<file path="src/rtl/amp_key_pkg.sv">
package amp_key_pkg;

   // Operating mode decoded from the enable and select bits
   typedef enum logic [1:0] {
      AK_OFF    = 2'd0,
      AK_MANUAL = 2'd1,
      AK_AUTO   = 2'd2
   } amp_mode_e;

endpackage

</file>
<file path="src/rtl/amp_key_rate_timer.sv">
// Period timer: emits one tick every max(period,1) edges while running.
module amp_key_rate_timer #(
   parameter int RATE_W = 16
) (
   input  logic              clk,
   input  logic              rst,
   input  logic              run,
   input  logic              load,
   input  logic [RATE_W-1:0] rate_in,
   output logic              tick
);

   logic [RATE_W-1:0] rate_q;
   logic [RATE_W-1:0] cnt_q;
   logic [RATE_W-1:0] eff_new;
   logic [RATE_W-1:0] eff_cur;

   assign eff_new = (rate_in == '0) ? RATE_W'(1) : rate_in;
   assign eff_cur = (rate_q == '0) ? RATE_W'(1) : rate_q;
   assign tick    = run && (cnt_q == '0);

   always_ff @(posedge clk) begin
      if (rst) begin
         rate_q <= '0;
         cnt_q  <= '0;
      end else begin
         if (load) rate_q <= rate_in;
         if (run) begin
            if (load)               cnt_q <= eff_new - RATE_W'(1);
            else if (cnt_q == '0)   cnt_q <= eff_cur - RATE_W'(1);
            else                    cnt_q <= cnt_q - RATE_W'(1);
         end
      end
   end

endmodule

</file>
<file path="src/rtl/amp_key_ramp.sv">
// Saturating amplitude ramp register.
module amp_key_ramp #(
   parameter int AMP_W    = 14,
   parameter int STEP_W   = 2,
   parameter bit STEP_EXP = 1'b1
) (
   input  logic              clk,
   input  logic              rst,
   input  logic              advance,
   input  logic              up,
   input  logic [AMP_W-1:0]  target,
   input  logic [STEP_W-1:0] step_code,
   output logic [AMP_W-1:0]  amp_q
);

   localparam int SW = AMP_W + 1;

   logic [SW-1:0]    step;
   logic [SW-1:0]    sum;
   logic [AMP_W-1:0] nxt;

   generate
      if (STEP_EXP) begin : g_step_pow2
         assign step = SW'(1) << step_code;
      end else begin : g_step_linear
         assign step = SW'(step_code) + SW'(1);
      end
   endgenerate

   assign sum = {1'b0, amp_q} + step;

   always_comb begin
      if (up) begin
         nxt = (sum >= {1'b0, target}) ? target : sum[AMP_W-1:0];
      end else begin
         nxt = ({1'b0, amp_q} <= step) ? '0 : (amp_q - step[AMP_W-1:0]);
      end
   end

   always_ff @(posedge clk) begin
      if (rst)          amp_q <= '0;
      else if (advance) amp_q <= nxt;
   end

endmodule

</file>
<file path="src/rtl/amp_key_ctrl.sv">
module amp_key_ctrl
   import amp_key_pkg::*;
#(
   parameter int AMP_W    = 14,
   parameter int RATE_W   = 16,
   parameter int STEP_W   = 2,
   parameter bit STEP_EXP = 1'b1,
   parameter bit OUT_REG  = 1'b0,
   localparam int CTRL_W  = RATE_W + AMP_W + STEP_W
) (
   input  logic              clk,
   input  logic              rst,
   input  logic [CTRL_W-1:0] ctrl_word,
   input  logic              osk_en,
   input  logic              auto_sel,
   input  logic              man_ext,
   input  logic              key_pin,
   input  logic              io_update,
   output logic [AMP_W-1:0]  amp_out,
   output logic              amp_valid
);

   localparam int AMP_LSB  = STEP_W;
   localparam int RATE_LSB = STEP_W + AMP_W;

   generate
      if (AMP_W < 4)    begin : g_bad_amp  $error("AMP_W must be at least 4");  end
      if (STEP_W < 1)   begin : g_bad_step $error("STEP_W must be at least 1"); end
      if (RATE_W < 2)   begin : g_bad_rate $error("RATE_W must be at least 2"); end
      if (STEP_EXP && ((1 << STEP_W) > AMP_W)) begin : g_bad_exp
         $error("largest power-of-two step does not fit AMP_W");
      end
   endgenerate

   logic [STEP_W-1:0] step_code;
   logic [AMP_W-1:0]  scale;
   logic [RATE_W-1:0] rate_fld;
   amp_mode_e         mode;
   logic              ramp_run;
   logic              tick;
   logic [AMP_W-1:0]  ramp_amp;
   logic [AMP_W-1:0]  amp_sel;
   logic              valid_sel;

   assign step_code = ctrl_word[AMP_LSB-1:0];
   assign scale     = ctrl_word[RATE_LSB-1:AMP_LSB];
   assign rate_fld  = ctrl_word[CTRL_W-1:RATE_LSB];

   always_comb begin
      if (!osk_en)       mode = AK_OFF;
      else if (auto_sel) mode = AK_AUTO;
      else               mode = AK_MANUAL;
   end

   assign ramp_run = (mode == AK_AUTO);

   amp_key_rate_timer #(.RATE_W(RATE_W)) timer_i (
      .clk     (clk),
      .rst     (rst),
      .run     (ramp_run),
      .load    (io_update),
      .rate_in (rate_fld),
      .tick    (tick)
   );

   amp_key_ramp #(.AMP_W(AMP_W), .STEP_W(STEP_W), .STEP_EXP(STEP_EXP)) ramp_i (
      .clk       (clk),
      .rst       (rst),
      .advance   (tick),
      .up        (key_pin),
      .target    (scale),
      .step_code (step_code),
      .amp_q     (ramp_amp)
   );

   always_comb begin
      case (mode)
         AK_MANUAL: begin
            amp_sel   = (man_ext && !key_pin) ? '0 : scale;
            valid_sel = 1'b1;
         end
         AK_AUTO: begin
            amp_sel   = ramp_amp;
            valid_sel = 1'b1;
         end
         default: begin
            amp_sel   = '0;
            valid_sel = 1'b0;
         end
      endcase
   end

   generate
      if (OUT_REG) begin : g_out_reg
         always_ff @(posedge clk) begin
            if (rst) begin
               amp_out   <= '0;
               amp_valid <= 1'b0;
            end else begin
               amp_out   <= amp_sel;
               amp_valid <= valid_sel;
            end
         end
      end else begin : g_out_comb
         assign amp_out   = amp_sel;
         assign amp_valid = valid_sel;
      end
   endgenerate

endmodule

</file>
<file path="config.mk">
export PLATFORM = sky130hd
export DESIGN_NAME = amp_key_ctrl
export DESIGN_NICKNAME = d
export VERILOG_FILES = /design/src/rtl/amp_key_pkg.sv /design/src/rtl/amp_key_rate_timer.sv /design/src/rtl/amp_key_ramp.sv /design/src/rtl/amp_key_ctrl.sv
export SDC_FILE = /design/constraint.sdc
export NUM_CORES = 1
export LEC_CHECK = 0
export CAP_MARGIN = 20
export CORE_AREA = 3 3 88 90
export CTS_CLUSTER_DIAMETER = 60
export DETAILED_ROUTE_END_ITERATION = 8
export DIE_AREA = 0 0 91 93
export PLACE_DENSITY = 0.82
export SLEW_MARGIN = 0
export SYNTH_ARGS = -nofsm -noshare
export SYNTH_HDL_FRONTEND = slang
export SYNTH_SLANG_ARGS = --single-unit
</file>
<file path="constraint.sdc">
create_clock -name clk -period 5.14 [get_ports clk]
set_clock_uncertainty 0.1 [all_clocks]
set_input_delay 0.514 -clock clk [delete_from_list [all_inputs] [get_ports clk]]
set_output_delay 0.514 -clock clk [all_outputs]
set_load 0.01 [all_outputs]
</file>
==> Word level (Yosys, flattened, before mapping) <==
Cells that the tools add are included.
{ "word_totals": {"output_inout_bits": 15, "word_cells": 32, "in_bits": 39, "ff_bits": 46} }
{ "classes": {"n_eq_ne": 2, "n_shift": 1, "reduce_logical": 7, "n_addsub": 5, "muxes": 12, "order_cmp": 2} }
{ "ops": {"columns": ["operator", "n"], "rows": [
  ["16-bit 2-to-1 mux", 4],
  ["14-bit 2-to-1 mux", 4],
  ["16-bit logical NOT", 3],
  ["16-bit by 1-bit subtractor with 16-bit output, second input constant", 3],
  ["14-bit case mux with 2 select lines", 1],
  ["14-bit by 15-bit adder with 15-bit output", 1],
  ["15-bit by 14-bit greater-or-equal comparator with 1-bit output", 1],
  ["14-bit by 15-bit less-or-equal comparator with 1-bit output", 1],
  ["1-bit by 2-bit << shifter with 15-bit output, first input constant", 1],
  ["14-bit subtractor", 1],
  ["2-bit 2-to-1 mux", 2],
  ["2-bit by 1-bit == test with 1-bit output, second input constant", 1],
  ["2-bit == test, second input constant", 1],
  ["1-bit logical AND", 2],
  ["2-bit OR reduction", 1],
  ["1-bit logical NOT", 1],
  ["1-bit 2-to-1 mux", 1]
]} }

==> Longest topological paths before layout <==
Gate-level depths: netlist of the first run.
{ "depth": {"depth_word": 5, "mapped_depth": 17, "ltp_nobuf": 17} }

==> Modules after synthesis <==
From an unflattened synthesis of the first run, not the netlist that was laid out.
{ "hier_totals": {"hier_cells": 531, "area_unflattened_um2": 4067.7} }
{ "by_module_without_submodules": {"columns": ["module", "seq_area_each_um2", "cells_per_inst", "area_each_um2", "instances"], "rows": [
  ["amp_key_rate_timer", 640.6, 236, 1896.8, 1],
  ["amp_key_ramp", 280.3, 245, 1840.5, 1],
  ["amp_key_ctrl", 0.0, 50, 330.3, 1]
]} }

==> Worst setup path after synthesis of the first run <==
No wires, ideal clock.
{ "synth_timing": {"kind": "input -> register", "start": "in ctrl_word[1]", "end": "reg ramp_i.amp_q[11]", "slack_ps": 1402, "setup_ps": 128, "arrival_time_ps": 3510, "cell_stages": 17, "cell_sequence": "nor2_1 > ha_1 > inv_1 > fa_1 > o21bai_1 > a21oi_1 > nor2_1 > and3_1 > xor2_1 > ha_1 > a21o_1 > a21oi_1 > o21a_1 > o21ai_1 > or3_1 > a32oi_1 > o31ai_1"} }
{ "synth_via": {"elab_chain_len": 5, "word_cells_on_any_way": 8, "classes_between": "add/sub: 2; order compare: 2; shift: 1; mux: 3"} }
{ "synth_rtl": {"columns": ["element", "line_no", "text"], "rows": [
  ["start, declared", "amp_key_ctrl.sv:13", "input logic [CTRL_W-1:0] ctrl_word,"],
  ["1-bit by 2-bit << shifter with 15-bit output (*)", "amp_key_ramp.sv:24", "assign step = SW'(1) << step_code;"],
  ["14-bit by 15-bit adder with 15-bit output", "amp_key_ramp.sv:30", "assign sum = {1'b0, amp_q} + step;"],
  ["15-bit by 14-bit greater-or-equal comparator with 1-bit output", "amp_key_ramp.sv:34", "nxt = (sum >= {1'b0, target}) ? target : sum[AMP_W-1:0];"],
  ["14-bit 2-to-1 mux", "amp_key_ramp.sv:34", null],
  ["14-bit 2-to-1 mux (*)", "amp_key_ramp.sv:33", "if (up) begin"],
  ["end signal, assigned", "amp_key_ramp.sv:42", "else if (advance) amp_q <= nxt;"],
  ["end, declared", "amp_key_ramp.sv:13", "output logic [AMP_W-1:0] amp_q"]
]} }
Every way passes the cells marked *; elsewhere a longest branch is shown, timed or not.
A chain may end at the register's enable or synchronous reset.

==> Worst setup path after layout of the first run <==
{ "layout_timing": {"start": "in ctrl_word[1]", "end": "reg ramp_i.amp_q[10]"} }
Same word-level chain as after synthesis.

==> results.txt, run 1 <==
Clock edge transition at the registers on the reported setup and hold paths -> 90 ps
Area of the die -> 0.00846 mm2
Overall track demand over capacity in global routing -> 25.0%
DRC -> 0
Antenna violations before repair -> 0
Via-to-Cell Ratio -> 6.26
Result of the run -> finished clean
Most frequently used flop master after synthesis -> dfxtp_1
Placeable core region -> 0.00714 mm2
Critical path cell sequence -> clkdlybuf4s50_1 -> nor2_1 -> ha_1 -> inv_1 -> fa_1 -> o21bai_1 -> a21oi_1 -> nor2_1 -> xor2_1 -> ha_1 -> and3_1 -> a221o_1 -> a31oi_1 -> o21ai_1 -> nor2_4 -> mux2i_1 -> o22ai_1
Via count of the first global-routing pass -> 3783
Number of gates given a new drive strength after cts -> 0
Mux contribution to synthesized area -> 3.35%
Area growth from synthesis to layout -> 16.2%
Number of filler cells placed in the layout -> 662
Mapped Area -> 0.00388 mm2
Maximum clock frequency -> 224 MHz
Category of the worst setup path capture point -> flip-flop
Main combinational cell family by area after synthesis -> compound AO/OA/AOI/OAI gates
ANT nets after route -> 0
CP Launch Type -> input pin
Initial core utilization -> 54.4%
Number of placement rows -> 31
Crit-path slowest cell -> clkdlybuf4s50_1
Number of sinks handled by clock tree synthesis -> 46
Total wire length -> 10800 um
Final Setup Violations -> 0
Yosys warning total -> 0
Height of the die -> 93 um
Leakage component of the power -> 1.81 nW
DR vias -> 4059
Layout Cell Area excl Fill -> 0.00451 mm2
Insertion delay of the later-clocked pin in the worst-skew pair -> 300 ps
Top-level port count -> 54
Final Cycle Share -> 87.0%
Post-synth cell types -> 72
Detailed placer's ending HPWL -> 7870 um
Global-route wire length before repair -> 17700 um
Number of input and output port buffers inserted -> 53
Share of flip-flops with an asynchronous set or reset -> 0%
Slowest stage delay, CP -> 460 ps
Count of pins over their slew limit -> 0
Die W -> 91 um
Synth Area in Adders -> 8.77%
Hold buffer count at CTS -> 0
Compound-gate portion of the synthesized area -> 28.5%
Post-synthesis share of cell area spent on xor and xnor gates -> 4.51%
Number of levels the H-tree was split into -> 2
Share of final-layout standard cells stronger than drive strength 1 -> 5.83%
Worst relative slew slack -> 31.7%
Proportion of synthesized chip area in sequential cells -> 23.7%
Detailed-route wire length per cell -> 16.7 um
Worst slew pin tran -> 1020 ps
Max Root-Sink Buffers -> 2
WS Path Type -> input pin to flip-flop
# Post-CTS Setup Buffers -> 0
Data arrival time of the critical path -> 4540 ps
Final hold violations -> 0
Worst min path class -> flip-flop to flip-flop
Synthesized-area fraction occupied by and/or/nand/nor cells -> 24.6%
Pin count of the biggest net entering global routing -> 48
Placed cell area -> 0.00442 mm2
Number of standard cells after synthesis -> 513
Unrepaired setup endpoints after global routing -> false
Post-route minimum period -> 4470 ps
CTS Buf Count -> 5
TritonRoute pass-1 iters -> 5
Syn_nets -> 578
RD Place Congestion -> 0.948
Power density of the placed cells -> 198 mW/mm2
Peak supply drop -> 0.000108 V
Largest fanout on the critical path -> 10
EDFF count, synth -> 0
Seq cells post-synth -> 46
Data required time of the worst path -> 5210 ps
Max-cap violations -> 0
Total overflow reported by the global router -> 0
Total negative setup slack -> 0 ps
ANT cells -> 0
Total number of nets in the final design -> 613
CTS Root Cell -> clkbuf_8
Detailed Route Iter0 Violations -> 277
Avg Inst Size Synth -> 7.57 um2
CTS tree -> yes
## worst max-delay path: cells and delay by family
kind | cells | cell delay [ps]
AOI/OAI and AO/OA | 6 | 1130
and+or+nand+nor | 4 | 990
adders and majority gates | 3 | 890
buffers and inverters | 2 | 520
muxes | 1 | 270
xor gates and xnor gates | 1 | 240
## flip-flops by register name, indices dropped and copies added, names as in the netlist
register        count
ramp_i.amp_q       14
timer_i.rate_q     16
timer_i.cnt_q      16
## metrics by stage
step	utilization (%)	total power [mW]	cells	setup WS, ps	hold WS, ps
4_1_cts	63.2	0.892	648	773	388
3_5_place_dp	61.9	0.660	640	455	376
6_report	63.2	0.893	648	669	388
5_1_grt	63.2	0.934	648	384	408
3_3_place_gp	61.9	0.653	640	669	367
2_1_floorplan	-	0.571	513	1400	358
## metal layers
layer  global-route usage, %  wire [um]
met1                    31.6       4590
met2                    44.5       5220
met3                    3.62        812
met4                    6.53        175
met5                       0          0
## cells in the final DEF, fill, tap and decap left out, drive strengths merged, types with 10 or more instances in the layout
cell,n
a21oi,42
inv,26
nor3,18
dfxtp,46
a22o,10
nand3,15
clkdlybuf4s50,53
xor2,10
mux2i,13
nand2,53
ha,24
o21ai,31
xnor2,10
nor2,58
a211oi,12
## path summary, 6_finish.rpt
| kind | from | end | slack (ps) | cells past startpoint |
|---|---|---|---|---|
| worst max register to register | ramp_i.amp_q[1]$_SDFFE_PP0P_ | ramp_i.amp_q[10]$_SDFFE_PP0P_ | 1240 | 14 |
| worst min register to register | timer_i.rate_q[3]$_SDFFE_PP0P_ | timer_i.rate_q[3]$_SDFFE_PP0P_ | 390 | 2 |
| worst min-delay path | timer_i.rate_q[3]$_SDFFE_PP0P_ | timer_i.rate_q[3]$_SDFFE_PP0P_ | 390 | 2 |
| worst max-delay path | ctrl_word[1] | ramp_i.amp_q[10]$_SDFFE_PP0P_ | 670 | 17 |
## cells by family (layout without fill, tap and decap cells)
kind of cell | count (synthesis) | after routing
multiplexers | 13 | 13
AO/OA/AOI/OAI | 162 | 162
AND/OR/NAND/NOR | 190 | 190
buffers and inverters | 56 | 92
adder cells (fa/ha/maj) | 26 | 26
XOR/XNOR | 20 | 20
flip-flops | 46 | 46
## synthesized netlist by cell type, drive strengths merged (8+ instances only)
| cell | n | area share (%) |
|---|---|---|
| and3 | 8 | 1.5 |
| o22ai | 8 | 1.3 |
| nand3 | 15 | 2.4 |
| o31ai | 8 | 1.9 |
| buf | 13 | 1.9 |
| xnor2 | 10 | 2.3 |
| ha | 24 | 7.7 |
| mux2i | 13 | 3.4 |
| dfxtp | 46 | 24 |
| o21ai | 31 | 4.0 |
| inv | 26 | 2.5 |
| xor2 | 10 | 2.3 |
| nand2 | 53 | 5.1 |
| a211oi | 12 | 2.3 |
| a22o | 10 | 2.3 |
| nor2 | 58 | 5.9 |
| clkbuf | 16 | 1.8 |
| a21oi | 42 | 5.5 |
| nor3 | 18 | 2.7 |
## report_power, final
part | switching (mW) | internal (mW) | leakage [nW] | total [mW]
clock | 0.126 | 0.109 | 0.0482 | 0.235
sequential | 0.0165 | 0.373 | 0.377 | 0.390
combinational | 0.157 | 0.111 | 1.38 | 0.268
total | 0.300 | 0.593 | 1.81 | 0.893
## final cells by class
class                           instances  area, um2  area share [%]
Clock buffer                            7       86.3            1.91
Clock inverter                          1       5.00           0.111
Inverter                               26       97.6            2.16
Multi-Input combinational cell        411       2710            60.1
Sequential cell                        46        921            20.4
Tap cell                               99        124            2.75
Timing Repair Buffer                   58        568            12.6
(Power assumes the default switching activity.)
==> inputs of run 2 (changes only) <==
--- a/config.mk
+++ b/config.mk
@@ -11,6 +11,7 @@
 export DETAILED_ROUTE_END_ITERATION = 8
 export DIE_AREA = 0 0 91 93
 export PLACE_DENSITY = 0.82
+export SKIP_CTS_REPAIR_TIMING = 1
 export SLEW_MARGIN = 0
 export SYNTH_ARGS = -nofsm -noshare
 export SYNTH_HDL_FRONTEND = slang
==> results of run 2 <==
Final layout, timing and power as in run 1 (identical DEF).
==> inputs of run 3 (changes only) <==
--- a/config.mk
+++ b/config.mk
@@ -6,11 +6,11 @@
 export NUM_CORES = 1
 export LEC_CHECK = 0
 export CAP_MARGIN = 20
-export CORE_AREA = 3 3 88 90
+export CORE_AREA = 3 3 85 87
 export CTS_CLUSTER_DIAMETER = 60
 export DETAILED_ROUTE_END_ITERATION = 8
-export DIE_AREA = 0 0 91 93
-export PLACE_DENSITY = 0.82
+export DIE_AREA = 0 0 88 90
+export PLACE_DENSITY = 0.87
 export SKIP_CTS_REPAIR_TIMING = 1
 export SLEW_MARGIN = 0
 export SYNTH_ARGS = -nofsm -noshare
==> constraint.sdc (replaced) <==
create_clock -name clk -period 5.35 [get_ports clk]
set_clock_uncertainty 0.1 [all_clocks]
set_input_delay 0.535 -clock clk [delete_from_list [all_inputs] [get_ports clk]]
set_output_delay 0.535 -clock clk [all_outputs]
set_load 0.01 [all_outputs]
==> run 3 against run 2 <==
Sequential share of layout area hardly changed. Utilization up 6.9 points. Die area fell by 6.4%. Combinational power is 3% lower. Via count fell by 0.76%. Clock-buffer cell count is 2 lower. Largest power group unchanged.
==> results.txt, run 3 (synthesized netlist as in run 1, its figures left out) <==
Power density of the placed cells -> 199 mW/mm2 (was 198 mW/mm2)
ANT nets after route -> 0 (unchanged)
Peak supply drop -> 0.000112 V (was 0.000108 V)
Total negative setup slack -> 0 ps (unchanged)
Detailed-routed wire length on met2 -> 5410 um (was 5220 um)
Antenna violations before repair -> 0 (unchanged)
Placeable core region -> 0.00642 mm2 (was 0.00714 mm2)
Detailed Route Iter0 Violations -> 263 (was 277)
Die W -> 88 um (was 91 um)
Area of the die -> 0.00792 mm2 (was 0.00846 mm2)
Global-route wire length before repair -> 17900 um (was 17700 um)
Routed length on met1 -> 4440 um (was 4590 um)
Regs by FF count -> timer_i.cnt_q: 16 flops, timer_i.rate_q: 16 flops, ramp_i.amp_q: 14 flops (unchanged)
Number of input and output port buffers inserted -> 53 (unchanged)
Detailed-route wire length per cell -> 17.3 um (was 16.7 um)
Internal power consumption -> 603 uW (was 593 uW)
Placed cell area -> 0.00439 mm2 (was 0.00442 mm2)
Via count of the first global-routing pass -> 3927 (was 3783)
Data arrival time of the critical path -> 4630 ps (was 4540 ps)
RD Place Congestion -> 0.951 (was 0.948)
Area growth from synthesis to layout -> 16.0% (was 16.2%)
Number of filler cells placed in the layout -> 544 (was 662)
Share of final-layout standard cells stronger than drive strength 1 -> 6.01% (was 5.83%)
Unrepaired setup endpoints after global routing -> false (unchanged)
Data required time of the worst path -> 5460 ps (was 5210 ps)
Worst relative slew slack -> 35.2% (was 31.7%)
CTS tree -> yes (unchanged)
Pin count of the biggest net entering global routing -> 41 (was 48)
Combinational group share of total power -> 29.0% (was 30.0%)
Overall track demand over capacity in global routing -> 27.3% (was 25.0%)
Commonest cells after routing, fill and taps aside -> nor2_1, nand2_1, clkdlybuf4s50_1 (unchanged)
Combined buffer and inverter count along the critical path -> 2 (unchanged)
Initial core utilization -> 60.4% (was 54.4%)
CTS Root Cell -> clkbuf_8 (unchanged)
Layout Cell Area excl Fill -> 0.00450 mm2 (was 0.00451 mm2)
Via-to-Cell Ratio -> 6.43 (was 6.26)
Total wire length -> 10800 um (about the same)
Total overflow reported by the global router -> 0 (unchanged)
Startpoint of the tightest hold check path -> timer_i.rate_q[14]$_SDFFE_PP0P_ (was timer_i.rate_q[3]$_SDFFE_PP0P_)
Largest fanout on the critical path -> 10 (unchanged)
ANT cells -> 0 (unchanged)
Critical path cell sequence -> clkdlybuf4s50_1 -> nor2_1 -> ha_1 -> inv_1 -> fa_1 -> o21bai_1 -> a21oi_1 -> nor2_1 -> and3_1 -> xor2_1 -> ha_1 -> a21o_1 -> a21oi_1 -> o21a_1 -> o21ai_1 -> nor2_4 -> o211ai_1 -> a221oi_1 (was clkdlybuf4s50_1 -> nor2_1 -> ha_1 -> inv_1 -> fa_1 -> o21bai_1 -> a21oi_1 -> nor2_1 -> xor2_1 -> ha_1 -> and3_1 -> a221o_1 -> a31oi_1 -> o21ai_1 -> nor2_4 -> mux2i_1 -> o22ai_1)
DR vias -> 4028 (was 4059)
Worst slew pin tran -> 969 ps (was 1020 ps)
FF-to-FF setup slack -> 1390 ps (was 1240 ps)
Count of pins over their slew limit -> 0 (unchanged)
Worst hold slack across all endpoints -> 393 ps (was 388 ps)
Stages on worst setup path -> 18 (was 17)
Capture point of the worst reg-to-reg path -> ramp_i.amp_q[1]$_SDFFE_PP0P_ (was ramp_i.amp_q[10]$_SDFFE_PP0P_)
Post-route minimum period -> 4520 ps
Final Cycle Share -> 84.5%
Max-cap violations -> 0 (unchanged)
Detailed placer's ending HPWL -> 8150 um (was 7870 um)
Clock group share of total power -> 29.2% (was 26.3%)
Number of placement rows -> 29 (was 31)
Category of the worst setup path capture point -> flip-flop (unchanged)
Total number of nets in the final design -> 613 (unchanged)
Cell type group with the largest total delay on the critical path -> compound AO/OA/AOI/OAI gates (unchanged)
DRC -> 0 (unchanged)
Sequential share of power -> 41.8% (was 43.7%)
Number of cells on the worst reg-to-reg path -> 15 (was 14)
Clock edge transition at the registers on the reported setup and hold paths -> 90 ps (about the same)
Final Setup Violations -> 0 (unchanged)
Wire length on met3 -> 746 um (was 812 um)
Beginning of the critical path -> ctrl_word[1] (unchanged)
Insertion delay of the later-clocked pin in the worst-skew pair -> 310 ps (was 300 ps)
CP Launch Type -> input pin (unchanged)
Maximum clock frequency -> 221 MHz
Switching part of the total -> 32.7% (was 33.6%)
Worst r2r src -> ramp_i.amp_q[1]$_SDFFE_PP0P_ (unchanged)
CTS Buf Count -> 5 (unchanged)
Number of levels the H-tree was split into -> 2 (unchanged)
TritonRoute pass-1 iters -> 5 (unchanged)
WS Path Type -> input pin to flip-flop (unchanged)
Worst min path class -> flip-flop to flip-flop (unchanged)
Most common cell after layout, fill and taps aside -> nor2_1 (unchanged)
Max Root-Sink Buffers -> 2 (unchanged)
Leakage component of the power -> 1.82 nW (was 1.81 nW)
Height of the die -> 90 um (was 93 um)
Highest routing layer actually used -> met4 (unchanged)
Final hold violations -> 0 (unchanged)
Crit-path slowest cell -> clkdlybuf4s50_1 (unchanged)
Top-level port count -> 54 (unchanged)
NetSw -> 293 uW (was 300 uW)
Slowest stage delay, CP -> 450 ps (was 460 ps)
Result of the run -> finished clean (unchanged)
Capture point of the worst path -> ramp_i.amp_q[1]$_SDFFE_PP0P_ (was ramp_i.amp_q[10]$_SDFFE_PP0P_)
Number of sinks handled by clock tree synthesis -> 46 (unchanged)
run 3: cell types whose count changed in the layout (fill, tap and decap cells not counted), sizes merged:
cell	delta
bufinv	+1
clkbuf	-2
clkinv	+1
run 3: metrics by stage:
step | std cells | setup slack [ps] | util [%] | total power, mW
after floorplan | 513 | 1590 | - | 0.549
after global placement | 618 | 876 | 68.4 | 0.629
after detailed placement | 618 | 597 | 68.4 | 0.637
after CTS | 626 | 912 | 70.1 | 0.897
after global routing | 626 | 556 | 70.1 | 0.939
final | 626 | 830 | 70.1 | 0.896
run 3: worst min path at each step:
stage | end | depth (start not counted)
after floorplan | timer_i.rate_q[10]$_SDFFE_PP0P_ | 2
after global placement | timer_i.rate_q[12]$_SDFFE_PP0P_ | 2
after detailed placement | timer_i.rate_q[14]$_SDFFE_PP0P_ | 2
after CTS | timer_i.rate_q[14]$_SDFFE_PP0P_ | 2
after global routing | timer_i.rate_q[12]$_SDFFE_PP0P_ | 2
final | timer_i.rate_q[14]$_SDFFE_PP0P_ | 2
run 3: area by class of cell:
type                       count  area (um2)  area share [%]
sequential                    46         921            20.5
tap                           77        96.3            2.14
multi-input combinational    411        2710            60.2
timing repair buffer          58         568            12.6
inverter                      26        97.6            2.17
clock inverter                 3        40.0           0.890
clock buffer                   5        68.8            1.53
run 3: worst min-delay path, stage by stage (launching register included):
cell and delay, ps:
dfxtp_1 330, nand2_1 70, a21oi_1 50
run 3: power groups by stage:
| stage | Clock (mW) | Sequential [mW] | Combinational [mW] |
|---|---|---|---|
| after global routing | 0.279 | 0.377 | 0.283 |
| after global placement | 0 | 0.381 | 0.247 |
| after detailed placement | 0 | 0.382 | 0.254 |
| after CTS | 0.266 | 0.374 | 0.256 |
| final | 0.262 | 0.375 | 0.260 |
| after floorplan | 0 | 0.378 | 0.171 |
run 3: routing by layer:
metal  global-route usage [%]  vias up
met5                        0        -
met4                     10.7        0
met1                     33.0     1877
li1                         -     1948
met3                     4.02       22
met2                     47.4      181
